`config.mk`:
```
export PLATFORM = sky130hd
export DESIGN_NAME = fault_latch_spi
export DESIGN_NICKNAME = d
export VERILOG_FILES = /design/src/rtl/fault_latch_pkg.sv /design/src/rtl/fault_sync.sv /design/src/rtl/fault_decode.sv /design/src/rtl/fault_store.sv /design/src/rtl/spi_shift.sv /design/src/rtl/fault_latch_spi.sv
export SDC_FILE = /design/constraint.sdc
export NUM_CORES = 1
export LEC_CHECK = 0
export ABC_AREA = 1
export BUFFER_PORTS_ARGS = -buffer_cell sky130_fd_sc_hd__buf_2
export CAP_MARGIN = 20
export CORE_MARGIN = 2
export CORE_UTILIZATION = 49
export DETAILED_ROUTE_END_ITERATION = 16
export PLACE_DENSITY = 0.79
export SLEW_MARGIN = 10
export SYNTH_ARGS = -nofsm -noshare
export SYNTH_HDL_FRONTEND = slang
export SYNTH_SLANG_ARGS = --single-unit
```
`constraint.sdc`:
```
create_clock -name clk_i -period 1.48 [get_ports clk_i]
set_clock_uncertainty 0.05 [all_clocks]
set_input_delay 0 -clock clk_i [delete_from_list [all_inputs] [get_ports clk_i]]
set_output_delay 0 -clock clk_i [all_outputs]
set_load 0.1 [all_outputs]
```
`src/rtl/fault_latch_pkg.sv`:
```
package fault_latch_pkg;
  localparam int unsigned FLAGS_PER_CH = 2;

  function automatic logic is_short(input logic x, input logic y, input logic z);
    return x | (y & ~z);
  endfunction

  function automatic logic is_open(input logic x, input logic y, input logic z);
    return ~x & y & z;
  endfunction
endpackage

```
`src/rtl/fault_sync.sv`:
```
module fault_sync #(
  parameter int unsigned W       = 1,
  parameter int unsigned STAGES  = 2,
  parameter logic        RST_VAL = 1'b0
) (
  input  logic         clk_i,
  input  logic         rst_ni,
  input  logic [W-1:0] d_i,
  output logic [W-1:0] q_o
);
  logic [W-1:0] stage_q [STAGES];

  always_ff @(posedge clk_i or negedge rst_ni) begin
    if (!rst_ni) begin
      for (int s = 0; s < int'(STAGES); s++) stage_q[s] <= {W{RST_VAL}};
    end else begin
      stage_q[0] <= d_i;
      for (int s = 1; s < int'(STAGES); s++) stage_q[s] <= stage_q[s-1];
    end
  end

  assign q_o = stage_q[STAGES-1];
endmodule

```
`src/rtl/fault_decode.sv`:
```
module fault_decode #(
  parameter int unsigned NUM_CH = 4
) (
  input  logic [NUM_CH-1:0] x_i,
  input  logic [NUM_CH-1:0] y_i,
  input  logic [NUM_CH-1:0] z_i,
  output logic [NUM_CH-1:0] sc_o,
  output logic [NUM_CH-1:0] ol_o
);
  for (genvar c = 0; c < NUM_CH; c++) begin : g_ch
    assign sc_o[c] = fault_latch_pkg::is_short(x_i[c], y_i[c], z_i[c]);
    assign ol_o[c] = fault_latch_pkg::is_open(x_i[c], y_i[c], z_i[c]);
  end
endmodule

```
`src/rtl/fault_store.sv`:
```
module fault_store #(
  parameter int unsigned NUM_CH = 4,
  localparam int unsigned WORD_W = NUM_CH * fault_latch_pkg::FLAGS_PER_CH
) (
  input  logic              clk_i,
  input  logic              rst_ni,
  input  logic [NUM_CH-1:0] sc_i,
  input  logic [NUM_CH-1:0] ol_i,
  input  logic              clr_i,
  input  logic [WORD_W-1:0] clr_mask_i,
  output logic [WORD_W-1:0] word_o
);
  logic [WORD_W-1:0] set_vec, sticky_q, keep_vec;

  // channel 0 lands in the top pair
  for (genvar c = 0; c < NUM_CH; c++) begin : g_pack
    assign set_vec[WORD_W-1-2*c] = sc_i[c];
    assign set_vec[WORD_W-2-2*c] = ol_i[c];
  end

  assign keep_vec = clr_i ? ~clr_mask_i : '1;

  always_ff @(posedge clk_i or negedge rst_ni) begin
    if (!rst_ni) sticky_q <= '0;
    else         sticky_q <= (sticky_q & keep_vec) | set_vec;
  end

  assign word_o = sticky_q;
endmodule

```
`src/rtl/spi_shift.sv`:
```
module spi_shift #(
  parameter int unsigned WORD_W = 8,
  localparam int unsigned CNT_W = $clog2(WORD_W + 1)
) (
  input  logic              clk_i,
  input  logic              rst_ni,
  input  logic              sclk_i,
  input  logic              ncs_i,
  input  logic              sdi_i,
  input  logic [WORD_W-1:0] load_word_i,
  output logic              sdo_o,
  output logic              sdo_en_o,
  output logic              shift_o,
  output logic              clr_o,
  output logic [WORD_W-1:0] mask_o
);
  logic              sclk_q, ncs_q, en_q, sdi_q;
  logic [WORD_W-1:0] shreg_q, mask_q;
  logic [CNT_W-1:0]  cnt_q;
  logic              ncs_fall, ncs_rise, sclk_rise, sclk_fall;

  assign ncs_fall  = ncs_q & ~ncs_i;
  assign ncs_rise  = ~ncs_q & ncs_i;
  assign sclk_rise = en_q & ~ncs_i & ~sclk_q & sclk_i;
  assign sclk_fall = en_q & ~ncs_i & sclk_q & ~sclk_i;

  always_ff @(posedge clk_i or negedge rst_ni) begin
    if (!rst_ni) begin
      sclk_q  <= 1'b0;
      ncs_q   <= 1'b1;
      en_q    <= 1'b0;
      sdi_q   <= 1'b0;
      shreg_q <= '0;
      mask_q  <= '0;
      cnt_q   <= '0;
    end else begin
      sclk_q <= sclk_i;
      ncs_q  <= ncs_i;
      if (ncs_fall) begin
        shreg_q <= load_word_i;
        mask_q  <= load_word_i;
        cnt_q   <= '0;
        en_q    <= 1'b1;
      end else begin
        if (sclk_rise) begin
          sdi_q <= sdi_i;
          if (cnt_q != '1) cnt_q <= cnt_q + 1'b1;
        end
        if (sclk_fall) shreg_q <= {shreg_q[WORD_W-2:0], sdi_q};
        if (ncs_rise)  en_q <= 1'b0;
      end
    end
  end

  assign clr_o    = ncs_rise & en_q & (cnt_q == CNT_W'(WORD_W));
  assign sdo_en_o = en_q;
  assign sdo_o    = en_q & shreg_q[WORD_W-1];
  assign shift_o  = sclk_fall;
  assign mask_o   = mask_q;
endmodule

```
`src/rtl/fault_latch_spi.sv`:
```
module fault_latch_spi #(
  parameter int unsigned NUM_CH      = 4,
  parameter int unsigned SYNC_STAGES = 2
) (
  input  logic              clk_i,
  input  logic              rst_ni,
  input  logic [NUM_CH-1:0] mem_x_i,
  input  logic [NUM_CH-1:0] mem_y_i,
  input  logic [NUM_CH-1:0] mem_z_i,
  input  logic              spi_clk_i,
  input  logic              spi_sdi_i,
  input  logic              spi_ncs_i,
  output logic              spi_sdo_o,
  output logic              spi_sdo_en_o
);
  localparam int unsigned WORD_W = NUM_CH * fault_latch_pkg::FLAGS_PER_CH;
  localparam int unsigned MEM_W  = 3 * NUM_CH;

  logic [MEM_W-1:0]  mem_s;
  logic [1:0]        lo_s;
  logic              ncs_s;
  logic [NUM_CH-1:0] sc_w, ol_w;
  logic [WORD_W-1:0] sticky_w, mask_w;
  logic              clr_w, shift_w;

  fault_sync #(.W(MEM_W), .STAGES(SYNC_STAGES), .RST_VAL(1'b0)) u_sync_mem (
    .clk_i, .rst_ni, .d_i({mem_x_i, mem_y_i, mem_z_i}), .q_o(mem_s)
  );
  fault_sync #(.W(2), .STAGES(SYNC_STAGES), .RST_VAL(1'b0)) u_sync_lo (
    .clk_i, .rst_ni, .d_i({spi_clk_i, spi_sdi_i}), .q_o(lo_s)
  );
  // chip select idles high through reset
  fault_sync #(.W(1), .STAGES(SYNC_STAGES), .RST_VAL(1'b1)) u_sync_cs (
    .clk_i, .rst_ni, .d_i(spi_ncs_i), .q_o(ncs_s)
  );

  fault_decode #(.NUM_CH(NUM_CH)) u_dec (
    .x_i(mem_s[3*NUM_CH-1:2*NUM_CH]),
    .y_i(mem_s[2*NUM_CH-1:NUM_CH]),
    .z_i(mem_s[NUM_CH-1:0]),
    .sc_o(sc_w),
    .ol_o(ol_w)
  );

  fault_store #(.NUM_CH(NUM_CH)) u_store (
    .clk_i, .rst_ni, .sc_i(sc_w), .ol_i(ol_w),
    .clr_i(clr_w), .clr_mask_i(mask_w), .word_o(sticky_w)
  );

  spi_shift #(.WORD_W(WORD_W)) u_spi (
    .clk_i, .rst_ni,
    .sclk_i(lo_s[1]), .ncs_i(ncs_s), .sdi_i(lo_s[0]),
    .load_word_i(sticky_w),
    .sdo_o(spi_sdo_o), .sdo_en_o(spi_sdo_en_o),
    .shift_o(shift_w), .clr_o(clr_w), .mask_o(mask_w)
  );
endmodule

```
==> impl_results.md, run 1 <==
- H-tree Lvls: 3
- Drt first pass iters: 7
- Final setup fails: 0
- Min Hold Slack: 74.3 ps
- Worst Path Max Fanout: 8
- IO Port Bufs: 18
- Max_cap viols: 0
- CTS tree: done
- #FFs+latches synth: between 60 and 70
- Compound-gate portion of the synthesized area: roughly 5.6%
- Total die area: between 5000 and 6000 µm²
- Initial Utilization: between 50% and 60%
- Mean Syn Cell Area: 10.8 µm²
- Clk network pwr share: about two fifths
- Post-synthesis cell type count: 20
- Synth top cells by count: nand2_1 (64), dfrtp_1 (59), inv_1 (19)
- Worst endpoint required time: between 1500 and 2000 ps
- Clock Sinks: between 60 and 70
- Xor/xnor cell area share of the yosys netlist: less than 1%
- Ranking of synthesized cells by area: dfrtp_1 (66%), nand2_1 (11%), nand3_1 (3.6%), dfstp_2 (3.5%), inv_1 (3.2%)
- 1st-iter DRT viols: ~140
- Cells after Synth: approximately 210
- Total Wirelength: roughly 3.8 mm
- Synth area leader: dfrtp_1
- Largest net degree at the start of global routing: 48
- Simple-Gate Fraction of Synth Area: between 10% and 20%
- Final core utilization: between 60 and 70%
- Net Sw Frac: between 20% and 30%
- GP Congestion: between 0.8 and 0.9
- CP max stage delay: around 560 ps
- Number of buffer and inverter instances along the worst setup path: 0
- Critical Path Sink Type: flip-flop
- Cell with the most instances on the worst path: nand2_1
- Std cell rows: 24
- Synthesis-to-finish area growth: 25.3%
- Skew-Pair Late Insertion Delay: roughly 320 ps
- Gr ovfl total: 0
- Slew of the pin with the lowest slew margin: about 480 ps
- DP HPWL: around 2.4 mm
- Post-synth top area share: around 66%
- Seq pwr share: slightly above 50%
- Routed length per instance: 12.1 µm
- CTS buffer count: 9
- Final Non-Filler Cells: 310
- Post-route setup slack: 45.3 ps
- Final Hold Fails: 0
- Most used DFF post-synth: dfrtp_1
- Synth Net Count: 230
- Die width: a little over 70 µm
- Global-route wire length before repair: approximately 6.5 mm
- Layout cells sized above 1: 20.9%
- Slew margin rel.: around two thirds
- Crit path DAT: 1600 ps
- Post-CTS Setup Inserts: 0
- Main combinational cell family by area after synthesis: simple AND/OR/NAND/NOR gates
- Gate power share: a little over 9%
- Crit path launch type: flip-flop
- Vias: roughly 1500
- Die Ht: around 72 µm
- Synth Area in Adders: under 10%
- Slew Limit Fails: 0
- P_int: ~2.8 mW
- WS Path Type: flip-flop to flip-flop
- Initial antenna violation count: 0
- Sequential-to-total area share from yosys stat: between 60 and 70%
- Nets: 276
- Core Area: roughly 4400 µm²
- EDFF count, synth: 0
- Placed cells: 280
- Minimum clock period: between 1000 and 1500 ps
- Yosys warnings: 0
- # diodes: 0
- Critical Path Slowest Stage Cell: dfstp_2
- Vias in the first global route: between 1500 and 2000
- Reg clk slew, reported paths: 70 ps
- Worst vdd ir: 0.000991 V
- Max Fclk: about 0.70 GHz
- Post-synth ARST share: 100%
- CTS Root Cell: clkbuf_8
- Synth Cell Area: approximately 2200 µm²
- Routed Antenna Nets: 0
- Count leader, synth: nand2_1
- CP delay by family, top: flip-flops
- Mux cell area share after synthesis: 0%
- I/O Pins: 19
- Crit-path cells: ha_1 > nand2_1 > nor2_4 > nand3_1 > nand2_1 > o21ai_1
- CTS Buffer Depth: 2
- Via-to-Cell Ratio: between 4 and 5
- Pwr dens: between 1000 and 1500 nW/µm²
- Min-delay worst type: primary input to async pin
- Final TNS setup: 0 ps
- NetSw: ~0.85 mW
- Status: complete, no violations
- GRT Overall Usage: between 10% and 20%
- Leakage power: between 1 and 1.5 nW
- RSZ-0062 raised after global routing: yes
- Pre-CTS WS: -73.7 ps
- DRC Markers: 0
- Tcrit/Tclk final: 96.9%
## registers in the layout (all words and copies together) (netlist names), 2 cells and up
name,flops
u_sync_mem.q_o,12
u_sync_mem.stage_q,12
u_spi.mask_o,8
u_spi.shreg_q,8
u_store.word_o,8
u_spi.cnt_q,4
u_sync_lo.q_o,2
u_sync_lo.stage_q,2
## per-layer routing
layer	global-route usage [%]	vias up	part of all wire (%)
li1	-	755	-
met1	20.2	746	43
met2	27.9	26	52
met3	5.91	5	3.1
met4	7.76	0	1.4
met5	0	-	0
## logic make-up (layout without fill, tap and decap cells)
family / after synthesis / after routing
buffers and inverters: 25 / 74
adder cells (fa/ha/maj): 4 / 4
flip-flops: 62 / 62
AND/OR/NAND/NOR: 92 / 92
XOR/XNOR: 1 / 1
AO/OA/AOI/OAI: 25 / 25
## final cells by class
| cell class | instances | area (µm²) |
|---|---|---|
| sequential | 62 | 1560 |
| tap | 52 | 65.1 |
| clock inverter | 3 | 45.0 |
| inverter | 21 | 78.8 |
| multi-input combinational | 122 | 614 |
| fill | 311 | 1570 |
| timing repair buffer | 39 | 308 |
| clock buffer | 11 | 151 |
## cells in the final DEF (no fill, tap or decap), drive strengths merged, types with 5 or more instances in the layout
master,instances
nand2,66
clkbuf,11
dlygate4sd3,16
nor2,5
dfrtp,59
inv,21
buf,23
nand3,17
o21ai,21
## repair_timing
action	CTS	global route
resized for setup	3	10
hold buffers	16	0
cloned	0	0
hold endpoints to repair	74	0
pin swaps	0	2
endpoints found under the setup margin	9	8
## stage by stage
| step | area (µm²) | power, mW |
|---|---|---|
| 3_3_place_gp | 2420 | 2.19 |
| 5_1_grt | 2820 | 3.82 |
| 2_1_floorplan | 2250 | 2.09 |
| 4_1_cts | 2790 | 3.68 |
| 6_report | 2820 | 3.66 |
| 3_5_place_dp | 2420 | 2.21 |
## power by group through the flow
stage	Clock, mW	Combinational [mW]	Sequential [mW]
5_1_grt	1.54	0.381	1.90
2_1_floorplan	0	0.168	1.92
4_1_cts	1.46	0.328	1.89
3_5_place_dp	0	0.290	1.92
6_report	1.44	0.336	1.89
3_3_place_gp	0	0.281	1.91
## path summary, 6_finish.rpt
path,endpoint,cells after the start,startpoint,slack [ps]
worst max-delay path,u_store.word_o[0],6,u_sync_cs.q_o,50
worst min-delay path,u_store.word_o[5],2,rst_ni,70
worst max register to register,u_store.word_o[0],6,u_sync_cs.q_o,50
worst min register to register,u_sync_mem.q_o[5],0,u_sync_mem.stage_q[17],300
max in group asynchronous,u_sync_cs.stage_q[1],3,rst_ni,690
min in group clk_i,u_sync_mem.stage_q[18],2,mem_y_i[2],260
Power figures use the tool's default switching activity.
==> inputs of run 2 (changes only) <==
--- a/config.mk
+++ b/config.mk
@@ -5,7 +5,6 @@
 export SDC_FILE = /design/constraint.sdc
 export NUM_CORES = 1
 export LEC_CHECK = 0
-export ABC_AREA = 1
 export BUFFER_PORTS_ARGS = -buffer_cell sky130_fd_sc_hd__buf_2
 export CAP_MARGIN = 20
 export CORE_MARGIN = 2
==> impl_results.md, run 2 <==
- Synth Area in Adders: 2.25% (+0.028 points)
- Layout fillers: 323 (+3.9%)
- Final setup fails: 0 (unchanged)
- Skew-Pair Late Insertion Delay: 320 ps (about the same)
- Mean Syn Cell Area: 13.8 µm² (+28%)
- Reg clk slew, reported paths: 60 ps (about the same)
- Synth Cell Area: 2220 µm² (-1.2%)
- Main combinational cell family by area after synthesis: compound AO/OA/AOI/OAI gates
- Cells after Synth: 161 (-23%)
- Tcrit/Tclk final: 95.8% (-1.2 points)
- Initial antenna violation count: 0 (unchanged)
- Gr ovfl total: 0 (unchanged)
- Sequential-to-total area share from yosys stat: 70.0% (+0.86 points)
- Core Area: 4350 µm² (-0.68%)
- Min Hold Slack: 163 ps (+88.3 ps)
- Final core utilization: 63.4% (-0.88 points)
- Slew of the pin with the lowest slew margin: 585 ps (+102 ps)
- Clk network pwr share: 36.1% (-3.2 points)
- Routed length per instance: 14.6 µm (+21%)
- Critical Path Sink Type: flip-flop
- Slew Limit Fails: 0 (unchanged)
- Synth top cells by count: dfrtp_1 (59), inv_1 (16), nand2_1 (12)
- Max Fclk: 0.705 GHz (+1.2%)
- EDFF count, synth: 0 (unchanged)
- 1st-iter DRT viols: 76 (-47%)
- Die width: 71.3 µm (-0.58%)
- CTS buffer count: 9 (unchanged)
- H-tree Lvls: 3 (unchanged)
- Largest net degree at the start of global routing: 27 (-44%)
- Leakage power: 1.23 nW (-9.9%)
- Post-route setup slack: 62.5 ps (+17.2 ps)
- Clock Sinks: 62 (unchanged)
- Total Wirelength: 3.85 mm (+2.3%)
- Drt first pass iters: 5 (-2)
- Post-synthesis cell type count: 30 (+50%)
- Worst endpoint required time: 1640 ps (about the same)
- Die Ht: 71.3 µm (-0.58%)
- CTS Root Cell: clkbuf_8
- Commonest non-fill, non-tap cells in the layout: dfrtp_1 (58), buf_2 (18), dlygate4sd3_1 (16)
- Crit path DAT: 1580 ps (-20 ps)
- Pre-CTS WS: -28.8 ps (+44.9 ps)
- Total power: 3.44 mW (-6.2%)
- Design area: 2760 µm² (-2.0%)
- #FFs+latches synth: 62 (unchanged)
- Worst vdd ir: 0.000867 V (-13%)
- Most used DFF post-synth: dfrtp_1
- Placed inst area: 2410 µm² (-0.77%)
- Vias: 1385 (-9.6%)
- IO Port Bufs: 18 (unchanged)
- Status: complete, no violations
- P_int: 2.64 mW (-5.9%)
- Total die area: 5090 µm² (-1.2%)
- Max_cap viols: 0 (unchanged)
- Cells on worst reg2reg path: 4 (-2)
- Gate power share: 9.4% (+0.2 points)
- RR Endpoint: u_spi.sdi_q
- Worst r2r src: u_sync_cs.q_o
- Yosys warnings: 0 (unchanged)
- Routed Antenna Nets: 0 (unchanged)
- Layout cells sized above 1: 23.2% (+2.3 points)
- GP Congestion: 0.746 (-13%)
- NetSw: 0.791 mW (-7.4%)
- DP HPWL: 2.45 mm (+4.2%)
- Ranking of synthesized cells by area: dfrtp_1 (66%), mux2i_1 (4.1%), dfstp_2 (3.5%), a21o_1 (2.7%), inv_1 (2.7%)
- Leading cell type in the layout, fill and taps excluded: dfrtp_1
- Nets: 228 (-17%)
- Via-to-Cell Ratio: 5.27 (+6.6%)
- Slew margin rel.: 61.0% (-7.0 points)
- CTS tree: done
- Post-synth top area share: 66.4% (+0.81 points)
- Min-delay worst type: primary input to async pin
- WS Path Type: flip-flop to flip-flop
- Std cell rows: 24 (unchanged)
- RSZ-0062 raised after global routing: no
- Worst Path Max Fanout: 6 (-2)
- Synth area leader: dfrtp_1
- Xor/xnor cell area share of the yosys netlist: 0% (-0.39 points)
- Seq pwr share: 54.6% (+3.1 points)
- Mux cell area share after synthesis: 5.57% (+5.6 points)
- I/O Pins: 19 (unchanged)
- Crit path launch type: flip-flop
- Reg2Reg Setup Slack: 60 ps (+20 ps)
- Compound-gate portion of the synthesized area: 11.1% (+5.5 points)
- Initial Utilization: 51.0% (-0.28 points)
- Vias in the first global route: 1537 (-1.4%)
- Minimum clock period: 1420 ps (-17.2 ps)
- Synthesis-to-finish area growth: 24.3%
- Global-route wire length before repair: 6.62 mm (+1.6%)
- DRC Markers: 0 (unchanged)
- Final Hold Fails: 0 (unchanged)
- CTS Buffer Depth: 2 (unchanged)
- Net Sw Frac: 23.0% (-0.30 points)
- Simple-Gate Fraction of Synth Area: 7.26% (-11 points)
- # diodes: 0 (unchanged)
- Synth Net Count: 182 (-21%)
- Pwr dens: 1240 nW/µm² (-4.3%)
- GRT Overall Usage: 17.5% (+0.55 points)
- Post-synth ARST share: 100% (unchanged)
- Count leader, synth: dfrtp_1
-- run 2: area by class of cell --
class,instances,area (µm²),share of cell area [%]
Clock inverter,1,5.00,0.181
Multi-Input combinational cell,79,606,21.9
Clock buffer,14,163,5.89
Tap cell,52,65.1,2.36
Inverter,16,60.1,2.17
Sequential cell,62,1560,56.5
Timing Repair Buffer,39,304,11.0
-- run 2: per-layer routing --
| layer | vias up | wire [µm] | global-route usage (%) |
|---|---|---|---|
| li1 | 641 | - | - |
| met1 | 691 | 1550 | 19.3 |
| met2 | 34 | 1970 | 28.9 |
| met3 | 19 | 159 | 5.34 |
| met4 | 0 | 165 | 12.2 |
| met5 | - | 0 | 0 |
-- run 2: cells by family after synthesis --
logic type                 after synthesis
DFF                                     62
AOI/OAI and AO/OA                       36
and+or+nand+nor                         27
buffers and inverters                   20
muxes                                   12
adders and majority gates                4
-- run 2: repair_timing --
action | 4_1_cts | 5_1_grt
gates resized for setup | 1 | 7
endpoints found under the hold margin | 39 | 0
setup buffers | 0 | 0
setup endpoints to repair | 5 | 17
hold buffers | 16 | 0
pin swaps | 0 | 1
-- run 2: power groups by stage --
stage          Sequential, mW  Combinational (mW)  Clock [mW]
2_1_floorplan            1.91               0.156           0
4_1_cts                  1.87               0.316        1.28
3_3_place_gp             1.89               0.264           0
3_5_place_dp             1.90               0.278           0
6_report                 1.87               0.322        1.24
5_1_grt                  1.89               0.358        1.36
-- run 2: critical path, cell delays in order, from the launching register on --
cell and delay (ps):
dfstp_2 570, inv_2 60, ha_4 180, nor2_2 100
mux2_2 330
-- run 2: metrics by stage --
step / instances / setup TNS [ps]
after floorplan: 161 / -10.3
after global placement: 232 / 0
after detailed placement: 232 / -51.3
after CTS: 263 / 0
after global routing: 263 / 0
final: 263 / 0
-- run 2: worst max-delay path by stage --
stage / from / to / slack [ps] / depth (start not counted)
after floorplan: u_spi.sdo_en_o / u_spi.cnt_q[0] / -10 / 3
after global placement: u_sync_cs.q_o / u_spi.sdi_q / 20 / 4
after detailed placement: u_sync_cs.q_o / u_spi.sdi_q / -30 / 4
after CTS: u_sync_lo.q_o[1] / u_spi.shreg_q[5] / 8 / 3
after global routing: u_sync_cs.q_o / u_spi.sdi_q / 20 / 4
final: u_sync_cs.q_o / u_spi.sdi_q / 60 / 4
==> inputs of run 3 (changes only) <==
--- a/config.mk
+++ b/config.mk
@@ -5,12 +5,12 @@
 export SDC_FILE = /design/constraint.sdc
 export NUM_CORES = 1
 export LEC_CHECK = 0
-export BUFFER_PORTS_ARGS = -buffer_cell sky130_fd_sc_hd__buf_2
+export BUFFER_PORTS_ARGS = -buffer_cell sky130_fd_sc_hd__buf_4
 export CAP_MARGIN = 20
 export CORE_MARGIN = 2
-export CORE_UTILIZATION = 49
+export CORE_UTILIZATION = 50
 export DETAILED_ROUTE_END_ITERATION = 16
-export PLACE_DENSITY = 0.79
+export PLACE_DENSITY = 0.8
 export SLEW_MARGIN = 10
 export SYNTH_ARGS = -nofsm -noshare
 export SYNTH_HDL_FRONTEND = slang
==> impl_results.md, run 3 (synthesis results as in run 2) <==
- Leading cell type in the layout, fill and taps excluded: dfrtp_1
- Core Area: 4320 µm² (-0.69%)
- CP max stage delay: 390 ps (-180 ps)
- Pwr dens: 1230 nW/µm² (-1.5%)
- Largest net degree at the start of global routing: 63 (+130%)
- Min-delay worst type: primary input to async pin
- Crit path DAT: 1590 ps (about the same)
- GP Congestion: 0.786 (+5.4%)
- Number of buffer and inverter instances along the worst setup path: 0 (-1)
- Reg clk slew, reported paths: 60 ps (about the same)
- Layout cells sized above 1: 21.4% (-1.8 points)
- Initial antenna violation count: 0 (unchanged)
- Post-CTS Setup Inserts: 0 (unchanged)
- Final TNS setup: 0 ps (unchanged)
- CP delay by family, top: flip-flops
- Final core utilization: 64.3% (+0.85 points)
- Vias: 1359 (-1.9%)
- Total Wirelength: 3.55 mm (-7.7%)
- Minimum clock period: 1440 ps (+20.1 ps)
- Cells on worst reg2reg path: 3 (-1)
- # diodes: 0 (unchanged)
- Seq pwr share: 55.0% (+0.4 points)
- Initial Utilization: 51.4% (+0.35 points)
- Worst vdd ir: 0.000725 V (-16%)
- 1st-iter DRT viols: 77 (+1.3%)
- I/O Pins: 19 (unchanged)
- Crit-path cells: nand4bb_1 > a31oi_4 > mux2_1
- Via-to-Cell Ratio: 5.19 (-1.5%)
- Global-route wire length before repair: 6.37 mm (-3.9%)
- RR Endpoint: u_spi.cnt_q[0]
- H-tree Lvls: 3 (unchanged)
- Slew Limit Fails: 0 (unchanged)
- WS Path Type: flip-flop to flip-flop
- Leakage power: 1.23 nW (-0.32%)
- Routed length per instance: 13.5 µm (-7.4%)
- Crit path launch type: flip-flop
- Drt first pass iters: 4 (-1)
- Slew of the pin with the lowest slew margin: 727 ps (+142 ps)
- IO Port Bufs: 18 (unchanged)
- Max_cap viols: 0 (unchanged)
- Clk network pwr share: 35.4% (-0.7 points)
- Gate power share: 9.6% (+0.2 points)
- Commonest non-fill, non-tap cells in the layout: dfrtp_1 (58), buf_4 (20), dlygate4sd3_1 (16)
- DRC Markers: 0 (unchanged)
- Critical Path Sink Type: flip-flop
- CTS buffer count: 9 (unchanged)
- Final setup fails: 0 (unchanged)
- Clock Sinks: 62 (unchanged)
- Vias in the first global route: 1512 (-1.6%)
- Gr ovfl total: 0 (unchanged)
- Worst r2r src: u_spi.sclk_q
- Final Hold Fails: 0 (unchanged)
- Worst Path Max Fanout: 3 (-3)
- Routed Antenna Nets: 0 (unchanged)
- Nets: 226 (-0.88%)
- Total power: 3.40 mW (-0.89%)
- NetSw: 0.787 mW (-0.50%)
- CTS Root Cell: clkbuf_8
- DP HPWL: 2.40 mm (-2.0%)
- CTS Buffer Depth: 2 (unchanged)
- GRT Overall Usage: 16.7% (-0.77 points)
- P_int: 2.62 mW (-1.0%)
- Status: complete, no violations
- Tcrit/Tclk final: 97.1% (+1.4 points)
- CTS tree: done
- Total die area: 4990 µm² (-1.9%)
- Synthesis-to-finish area growth: 25.1%
- Net Sw Frac: 23.1% (+0.091 points)
- Std cell rows: 24 (unchanged)
- Worst endpoint required time: 1630 ps (about the same)
- Skew-Pair Late Insertion Delay: 320 ps (about the same)
- Die width: 70.7 µm (-0.95%)
- Die Ht: 70.7 µm (-0.95%)
- Max Fclk: 0.696 GHz (-1.4%)
- Slew margin rel.: 51.5% (-9.5 points)
- Reg2Reg Setup Slack: 40 ps (-20 ps)
- Critical Path Slowest Stage Cell: dfrtp_1
-- run 3: worst max path at each step --
stage          depth (start not counted)              from               end
2_1_floorplan                          3    u_spi.sdo_en_o    u_spi.cnt_q[0]
3_3_place_gp                           4     u_sync_cs.q_o       u_spi.sdi_q
3_5_place_dp                           4     u_sync_cs.q_o       u_spi.sdi_q
4_1_cts                                3  u_sync_lo.q_o[1]  u_spi.shreg_q[2]
5_1_grt                                3    u_spi.cnt_q[0]    u_spi.cnt_q[0]
6_report                               3      u_spi.sclk_q    u_spi.cnt_q[0]
-- run 3: cell type report --
class | instances | area [µm²]
Inverter | 16 | 60.1
Multi-Input combinational cell | 79 | 612
Timing Repair Buffer | 37 | 322
Clock inverter | 1 | 5.00
Tap cell | 52 | 65.1
Clock buffer | 15 | 156
Sequential cell | 62 | 1560
Fill cell | 331 | 1550
-- run 3: what timing repair did --
item	4_1_cts	5_1_grt
setup endpoints to repair	4	24
gates resized for setup	1	6
hold buffers	16	0
endpoints found under the hold margin	74	0
-- run 3: through the flow --
step / setup slack [ps] / hold WS [ps] / instance area [µm²] / cells
detailed placement: -12.5 / 60.2 / 2420 / 230
finish: 42.4 / 235 / 2780 / 262
CTS: 2.56 / 248 / 2750 / 262
floorplan: -10.3 / -346 / 2230 / 161
global placement: 16.7 / 45.6 / 2420 / 230
global route: -7.78 / 264 / 2780 / 262
-- run 3: power by group through the flow --
| stage | sequential, mW | combinational [mW] | clock [mW] |
|---|---|---|---|
| floorplan | 1.91 | 0.156 | 0 |
| global placement | 1.89 | 0.272 | 0 |
| detailed placement | 1.90 | 0.287 | 0 |
| CTS | 1.87 | 0.323 | 1.25 |
| global route | 1.88 | 0.362 | 1.32 |
| finish | 1.87 | 0.326 | 1.21 |
-- run 3: per-layer routing --
layer	wire length, µm	up-vias	global-route usage [%]
met5	0	-	0
met4	77	0	10.3
met3	97	9	4.27
met2	1950	24	29.2
met1	1430	689	18.3
li1	-	637	-
